[src/rtl/spi_xfer_pkg.sv]
package spi_xfer_pkg;

   typedef enum logic [2:0] {
      ST_IDLE  = 3'd0,
      ST_LOAD  = 3'd1,
      ST_SHIFT = 3'd2,
      ST_WRAP  = 3'd3,
      ST_FIN   = 3'd4
   } xfer_state_t;

endpackage

[src/rtl/spi_tick_gen.sv]
module spi_tick_gen #(
   parameter int DIV_W = 8
) (
   input  logic             clk,
   input  logic             rst_n,
   input  logic             en,
   input  logic             restart,
   input  logic [DIV_W-1:0] div,
   output logic             tick
);

   logic [DIV_W-1:0] cnt;

   always_ff @(posedge clk or negedge rst_n) begin
      if (!rst_n)
         cnt <= '0;
      else if (restart)
         cnt <= '0;
      else if (en)
         cnt <= (cnt == div) ? '0 : cnt + 1'b1;
   end

   assign tick = en && !restart && (cnt == div);

   AST_TICK_SPACING: assert property (@(posedge clk) disable iff (!rst_n)
      (tick && (div != '0)) |=> !tick);

endmodule

[src/rtl/spi_sym_shifter.sv]
module spi_sym_shifter #(
   parameter int MAX_W = 16,
   localparam int WB   = $clog2(MAX_W + 1)
) (
   input  logic             clk,
   input  logic             rst_n,
   input  logic             load,
   input  logic [MAX_W-1:0] load_val,
   input  logic             lsb_first,
   input  logic [WB-1:0]    width,
   input  logic             shift_en,
   input  logic             sample_en,
   input  logic             sdi,
   output logic             sout,
   output logic [MAX_W-1:0] rx_word
);

   logic [MAX_W-1:0] tx_sr, rx_sr, rev_in, rev_rx, mask;
   logic [WB:0]      pad;

   // bit-reversal networks for LSB-first order
   for (genvar i = 0; i < MAX_W; i++) begin : g_rev
      assign rev_in[i] = load_val[MAX_W-1-i];
      assign rev_rx[i] = rx_sr[MAX_W-1-i];
   end

   assign pad  = (WB+1)'(MAX_W) - {1'b0, width};
   assign mask = ~({MAX_W{1'b1}} << width);

   always_ff @(posedge clk or negedge rst_n) begin
      if (!rst_n) begin
         tx_sr <= '0;
         rx_sr <= '0;
      end else begin
         if (load)
            tx_sr <= lsb_first ? rev_in : (load_val << pad);
         else if (shift_en)
            tx_sr <= {tx_sr[MAX_W-2:0], 1'b0};
         if (sample_en)
            rx_sr <= {rx_sr[MAX_W-2:0], sdi};
      end
   end

   assign sout    = tx_sr[MAX_W-1];
   assign rx_word = lsb_first ? (rev_rx >> pad) : (rx_sr & mask);

   AST_LOAD_EXCL: assert property (@(posedge clk) disable iff (!rst_n)
      load |-> (!shift_en && !sample_en));

endmodule

[src/rtl/spi_xfer_engine.sv]
module spi_xfer_engine
   import spi_xfer_pkg::*;
#(
   parameter int MAX_W = 16,
   parameter int LEN_W = 5,
   parameter int DIV_W = 8,
   localparam int WB    = $clog2(MAX_W + 1),
   localparam int CNT_W = LEN_W + 1
) (
   input  logic             clk,
   input  logic             rst_n,
   input  logic             start,
   input  logic [LEN_W-1:0] tx_len,
   input  logic [LEN_W-1:0] rx_len,
   input  logic             tx_absent,
   input  logic             rx_discard,
   input  logic             half_duplex,
   input  logic [WB-1:0]    sym_bits,
   input  logic [1:0]       spi_mode,
   input  logic             lsb_first,
   input  logic [MAX_W-1:0] fill_sym,
   input  logic [DIV_W-1:0] clk_div,
   input  logic [MAX_W-1:0] tx_data,
   input  logic             tx_valid,
   output logic             tx_ready,
   output logic [MAX_W-1:0] rx_data,
   output logic             rx_valid,
   output logic             sclk,
   output logic             sdo,
   output logic             sdo_oe,
   input  logic             sdi,
   output logic             busy,
   output logic             done,
   output logic [CNT_W-1:0] done_count
);

   localparam int EW = WB + 1;
   localparam logic [WB-1:0] WMAX = WB'(MAX_W);

   if (MAX_W < 8 || MAX_W > 64) begin : g_bad_width
      $error("spi_xfer_engine: MAX_W must lie in 8..64");
   end
   if (LEN_W < 1 || DIV_W < 1) begin : g_bad_len
      $error("spi_xfer_engine: LEN_W and DIV_W must be positive");
   end

   xfer_state_t      state;
   logic [LEN_W-1:0] txl, rxl;
   logic             absent_l, discard_l, hd_l, cpol_l, cpha_l, lsb_l;
   logic [WB-1:0]    w_l;
   logic [MAX_W-1:0] fill_l;
   logic [DIV_W-1:0] div_l;
   logic [CNT_W-1:0] total_l, k;
   logic [EW-1:0]    edge_n;
   logic             sclk_q, rxv_q, done_q;
   logic [MAX_W-1:0] rxd_q;
   logic [CNT_W-1:0] cnt_q;

   logic [CNT_W-1:0] total_in;
   logic [WB-1:0]    w_in;
   logic             in_write, need_stream, load_go, keep_rx;
   logic             tick, leading, last_edge, shift_en, sample_en;
   logic [EW-1:0]    edge_last;
   logic             sout;
   logic [MAX_W-1:0] rx_word;

   assign total_in = half_duplex ? ({1'b0, tx_len} + {1'b0, rx_len})
                   : ((tx_len > rx_len) ? {1'b0, tx_len} : {1'b0, rx_len});
   assign w_in     = (sym_bits == '0 || sym_bits > WMAX) ? WMAX : sym_bits;

   assign in_write    = (k < {1'b0, txl});
   assign need_stream = !absent_l && in_write;
   assign load_go     = (state == ST_LOAD) && (!need_stream || tx_valid);
   assign keep_rx     = !discard_l && (hd_l ? !in_write : (k < {1'b0, rxl}));

   assign edge_last = {w_l, 1'b0} - EW'(1);
   assign leading   = !edge_n[0];
   assign last_edge = (edge_n == edge_last);
   assign shift_en  = tick && (cpha_l ? (leading && edge_n != '0) : (!leading && !last_edge));
   assign sample_en = tick && (cpha_l ? !leading : leading);

   spi_tick_gen #(.DIV_W(DIV_W)) u_tick (
      .clk     (clk),
      .rst_n   (rst_n),
      .en      (state == ST_SHIFT),
      .restart (state != ST_SHIFT),
      .div     (div_l),
      .tick    (tick)
   );

   spi_sym_shifter #(.MAX_W(MAX_W)) u_shift (
      .clk       (clk),
      .rst_n     (rst_n),
      .load      (load_go),
      .load_val  (need_stream ? tx_data : fill_l),
      .lsb_first (lsb_l),
      .width     (w_l),
      .shift_en  (shift_en),
      .sample_en (sample_en),
      .sdi       (sdi),
      .sout      (sout),
      .rx_word   (rx_word)
   );

   always_ff @(posedge clk or negedge rst_n) begin
      if (!rst_n) begin
         state     <= ST_IDLE;
         txl       <= '0;
         rxl       <= '0;
         absent_l  <= 1'b0;
         discard_l <= 1'b0;
         hd_l      <= 1'b0;
         cpol_l    <= 1'b0;
         cpha_l    <= 1'b0;
         lsb_l     <= 1'b0;
         w_l       <= WMAX;
         fill_l    <= '0;
         div_l     <= '0;
         total_l   <= '0;
         k         <= '0;
         edge_n    <= '0;
         sclk_q    <= 1'b0;
         rxv_q     <= 1'b0;
         rxd_q     <= '0;
         done_q    <= 1'b0;
         cnt_q     <= '0;
      end else begin
         rxv_q  <= 1'b0;
         done_q <= 1'b0;
         unique case (state)
            ST_IDLE: begin
               sclk_q <= spi_mode[1];
               if (start) begin
                  txl       <= tx_len;
                  rxl       <= rx_len;
                  absent_l  <= tx_absent;
                  discard_l <= rx_discard;
                  hd_l      <= half_duplex;
                  cpol_l    <= spi_mode[1];
                  cpha_l    <= spi_mode[0];
                  lsb_l     <= lsb_first;
                  w_l       <= w_in;
                  fill_l    <= fill_sym;
                  div_l     <= clk_div;
                  total_l   <= total_in;
                  k         <= '0;
                  state     <= (total_in == '0) ? ST_FIN : ST_LOAD;
               end
            end
            ST_LOAD: begin
               if (load_go) begin
                  edge_n <= '0;
                  state  <= ST_SHIFT;
               end
            end
            ST_SHIFT: begin
               if (tick) begin
                  sclk_q <= ~sclk_q;
                  edge_n <= edge_n + 1'b1;
                  if (last_edge)
                     state <= ST_WRAP;
               end
            end
            ST_WRAP: begin
               if (keep_rx) begin
                  rxv_q <= 1'b1;
                  rxd_q <= rx_word;
               end
               k     <= k + 1'b1;
               state <= (k + 1'b1 == total_l) ? ST_FIN : ST_LOAD;
            end
            ST_FIN: begin
               done_q <= 1'b1;
               cnt_q  <= k;
               state  <= ST_IDLE;
            end
            default: state <= ST_IDLE;
         endcase
      end
   end

   assign busy       = (state != ST_IDLE);
   assign tx_ready   = (state == ST_LOAD) && need_stream;
   assign sclk       = sclk_q;
   assign sdo        = sout;
   assign sdo_oe     = busy && (!hd_l || in_write);
   assign rx_valid   = rxv_q;
   assign rx_data    = rxd_q;
   assign done       = done_q;
   assign done_count = cnt_q;

   // cycles since the last divider expiry, kept apart from the divider itself
   logic [DIV_W-1:0] ph_cnt;
   always_ff @(posedge clk or negedge rst_n) begin
      if (!rst_n)
         ph_cnt <= '0;
      else if (tick)
         ph_cnt <= '0;
      else if (ph_cnt != '1)
         ph_cnt <= ph_cnt + 1'b1;
   end

   AST_PHASE_LEN: assert property (@(posedge clk) disable iff (!rst_n)
      tick |-> (ph_cnt >= div_l));
   AST_IDLE_LEVEL: assert property (@(posedge clk) disable iff (!rst_n)
      (state == ST_LOAD) |-> (sclk == cpol_l));
   AST_DONE_PULSE: assert property (@(posedge clk) disable iff (!rst_n)
      done |=> !done);
   AST_START_IGNORED: assert property (@(posedge clk) disable iff (!rst_n)
      (busy && start) |=> ($stable(total_l) && $stable(w_l) && $stable(div_l)));
   AST_NO_RX_DISCARD: assert property (@(posedge clk) disable iff (!rst_n)
      rx_valid |-> !discard_l);
   AST_ABSENT_QUIET: assert property (@(posedge clk) disable iff (!rst_n)
      (busy && absent_l) |-> !tx_ready);
   AST_HD_READ_QUIET: assert property (@(posedge clk) disable iff (!rst_n)
      (busy && hd_l && !sdo_oe) |-> !tx_ready);
   AST_STALL_HOLD: assert property (@(posedge clk) disable iff (!rst_n)
      (tx_ready && !tx_valid) |=> (tx_ready && $stable(sclk)));

endmodule

[config.mk]
export PLATFORM = sky130hd
export DESIGN_NAME = spi_xfer_engine
export DESIGN_NICKNAME = d
export VERILOG_FILES = /design/src/rtl/spi_xfer_pkg.sv /design/src/rtl/spi_tick_gen.sv /design/src/rtl/spi_sym_shifter.sv /design/src/rtl/spi_xfer_engine.sv
export SDC_FILE = /design/constraint.sdc
export NUM_CORES = 1
export LEC_CHECK = 0
export BUFFER_PORTS_ARGS = -buffer_cell sky130_fd_sc_hd__buf_2
export CAP_MARGIN = 0
export CELL_PAD_IN_SITES_DETAIL_PLACEMENT = 0
export CELL_PAD_IN_SITES_GLOBAL_PLACEMENT = 1
export CORE_MARGIN = 2
export CORE_UTILIZATION = 47
export CTS_CLUSTER_SIZE = 16
export DETAILED_ROUTE_END_ITERATION = 10
export HOLD_SLACK_MARGIN = 0.15
export MAX_ROUTING_LAYER = met4
export PLACE_DENSITY_LB_ADDON = 0.1
export SKIP_CTS_REPAIR_TIMING = 1
export SYNTH_ARGS = -nofsm -noshare
export SYNTH_HDL_FRONTEND = slang
export SYNTH_SLANG_ARGS = --single-unit
export TNS_END_PERCENT = 100
[constraint.sdc]
create_clock -name clk -period 3.9 [get_ports clk]
set_clock_uncertainty 0.1 [all_clocks]
set_input_delay 0.585 -clock clk [delete_from_list [all_inputs] [get_ports clk]]
set_output_delay 0.585 -clock clk [all_outputs]
set_load 0.1 [all_outputs]
==> reports/results.ini <==
[outcome]
status=finished clean

[worst_setup_path]
path_class=reg2out
startpoint_type=register
path_cells=ha_1, a21oi_2, nor2_1, o41ai_1, and2_1, buf_2
crit_fanout=6
cp_slowest_stage_delay_ns=0.69
critPathRequiredTime_ns=3.21
critPathArrivalTime_ns=2.78
cpMaxStageDelayCell=o41ai_1
endpoint_kind=output port

[place]
io_buffer_count=94
dp_hpwl_um=16200
gp_congestion=0.899

[grt]
grt_max_degree=56
antenna_found_initial=0
grt_pass1_wl_um=35500
gr-total-overflow=0
grt_pass1_vias=6626
grt_usage=0.252

[layout]
final_common_cell=dfrtp_1
area_growth_pct=15.9
final_cell_mix=dfrtp_1, buf_2, nor2_1, mux2_2, nand2_1
antenna-diode-count=0
drive_gt1_frac=0.269
final_nets=996
fill_cells=1554

[sta]
drv_slew=0
period_minus_slack_ns=3.47
worst_pin_slew_ns=0.950
final-hold-violation-count=0
max_freq_mhz=288
maxSlewHeadroom=0.362
post-route-period-util=0.890
setup_viol=0
rsz0062_at_grt=false
tns_ns=0

[floorplan]
rows=48
initial_core_util=0.479
die_x_um=137
coreArea_mm2=0.0172
die_h_um=137
dieArea_mm2=0.0186
ios=95

[pwr]
peakVddDrop_v=0.000316
leakagePower_uw=0.00449
finalPower_uw=3190
power.density_mw_per_mm2=333

[clock_network]
clk_latency_ns=0.42
h-tree-depth=4
cts_made_buffers=17
cts.sinks=130
cts_max_path_buffers=2
cts_root_buf=clkbuf_16
cts_tree=yes
clk_pin_slew_ns=0.07

[logic_synthesis]
yosysSeqAreaShare=0.394
synth_cell_types=66
async_flop_share=1.00
synth_seq_cells=130
synth_area_mm2=0.00826
ys_warn_count=0
synth-edff-count=0
netlist_instances=819
yosys_most_used_dff=dfrtp_1
synth_fp_nets=913
avgSynthCellArea_um2=10.1

[drt]
num_vias=6664
via_per_inst=5.85
ant_nets=0
wl_um=21800
routedWlPerCell_um=19.1
drt_iter0_markers=484
drc=0
drt_pass1_iterations=5

[hold_path]
hold_path.class=in2reg

[flow_run]
drv_cap=0

cell type report:
cell class | count | area (um2) | share of cell area
well taps | 225 | 282 | 0.0294
clock inverters | 15 | 173 | 0.0180
repair buffers | 113 | 631 | 0.0659
flip-flops and latches | 130 | 3250 | 0.340
clock buffers | 17 | 425 | 0.0444
inverters | 45 | 169 | 0.0176
multi-input cells | 595 | 4640 | 0.485
final timing paths:
| kind | from | endpoint | slack [ns] | depth (start not counted) |
|---|---|---|---|---|
| worst max-delay path | k[1] | sdo_oe | 0.43 | 6 |
| worst min-delay path | tx_absent | absent_l | 0.29 | 2 |
| worst max register to register | k[3] | u_shift.tx_sr[10] | 0.46 | 10 |
| worst min register to register | rxl[1] | rxl[1] | 0.38 | 2 |
| max in group asynchronous | rst_n | fill_l[9] | 2.26 | 3 |
| min in group asynchronous | rst_n | rx_data[9] | 0.63 | 2 |
synth_stat cells (4+ instances only):
library cell | number | area share
a221oi_1 | 8 | 0.0085
o211ai_1 | 10 | 0.0091
xnor2_1 | 21 | 0.022
a311oi_1 | 5 | 0.0053
o22ai_1 | 7 | 0.0053
a32oi_1 | 10 | 0.011
nand3_1 | 21 | 0.013
dfrtp_1 | 129 | 0.39
ha_1 | 27 | 0.041
nor3_1 | 11 | 0.0067
a2111oi_0 | 4 | 0.0042
a21oi_1 | 51 | 0.031
mux2_2 | 67 | 0.091
nor2_1 | 69 | 0.031
a21o_1 | 5 | 0.0045
a22oi_1 | 5 | 0.0045
and2_1 | 7 | 0.0053
clkbuf_1 | 36 | 0.016
mux4_2 | 23 | 0.063
nand2_1 | 63 | 0.029
o21a_1 | 5 | 0.0045
xor2_1 | 14 | 0.015
inv_1 | 43 | 0.020
o21ai_0 | 48 | 0.029
a31oi_1 | 10 | 0.0076
and3_1 | 7 | 0.0053
nand4_1 | 6 | 0.0045
nand2b_1 | 11 | 0.0083
mux2i_1 | 28 | 0.034
buf_1 | 6 | 0.0027
buf_2 | 4 | 0.0024
kinds of logic after synthesis:
| family | count (synthesis) | share of synthesized area |
|---|---|---|
| and+or+nand+nor | 212 | 0.119 |
| AOI/OAI and AO/OA | 196 | 0.154 |
| DFF | 130 | 0.394 |
| muxes | 121 | 0.198 |
| buffers and inverters | 94 | 0.0467 |
| xor gates and xnor gates | 38 | 0.0453 |
| adders and majority gates | 28 | 0.0433 |
metrics by stage:
step / instances / utilization / hold WS [ns] / cell area [um2] / setup WS (ns)
CTS: 1139 / 0.555 / 0.104 / 9560 / 0.394
detailed placement: 1107 / 0.520 / 0.377 / 8970 / 0.512
global placement: 1107 / 0.520 / 0.369 / 8970 / 0.554
finish: 1140 / 0.555 / 0.288 / 9570 / 0.431
global route: 1140 / 0.555 / 0.277 / 9570 / 0.268
floorplan: 819 / - / 0.189 / 8260 / 0.528
sequential cells by signal (all words and copies together), names as in the netlist, 3 cells and up:
| signal | flops |
|---|---|
| div_l | 8 |
| edge_n | 6 |
| w_l | 5 |
| txl | 5 |
| u_tick.cnt | 8 |
| rx_data | 16 |
| k | 6 |
| done_count | 6 |
| rxl | 5 |
| state | 3 |
| fill_l | 16 |
| u_shift.tx_sr | 16 |
| total_l | 6 |
| u_shift.rx_sr | 16 |
worst max-delay path, delay by kind of cell, from the launching register on:
kind	cells	cell delay [ns]
compound gates	2	0.89
fa+ha+maj	1	0.31
buf+inv	1	0.42
flops	1	0.45
simple gates	2	0.30
where the power goes:
group          switching (uW)  leakage, uW  total, uW  internal [uW]
clock network             670     0.000289       1630            962
registers                14.6      0.00173       1370           1360
logic                     106      0.00247        181           75.3
total                     790      0.00449       3190           2400
per-layer routing:
metal / share of wire / track usage
met3: 0.048 / 0.0478
met2: 0.49 / 0.397
met5: 0 / -
met4: 0.018 / 0.0735
met1: 0.45 / 0.334
(Power assumes the default switching activity.)
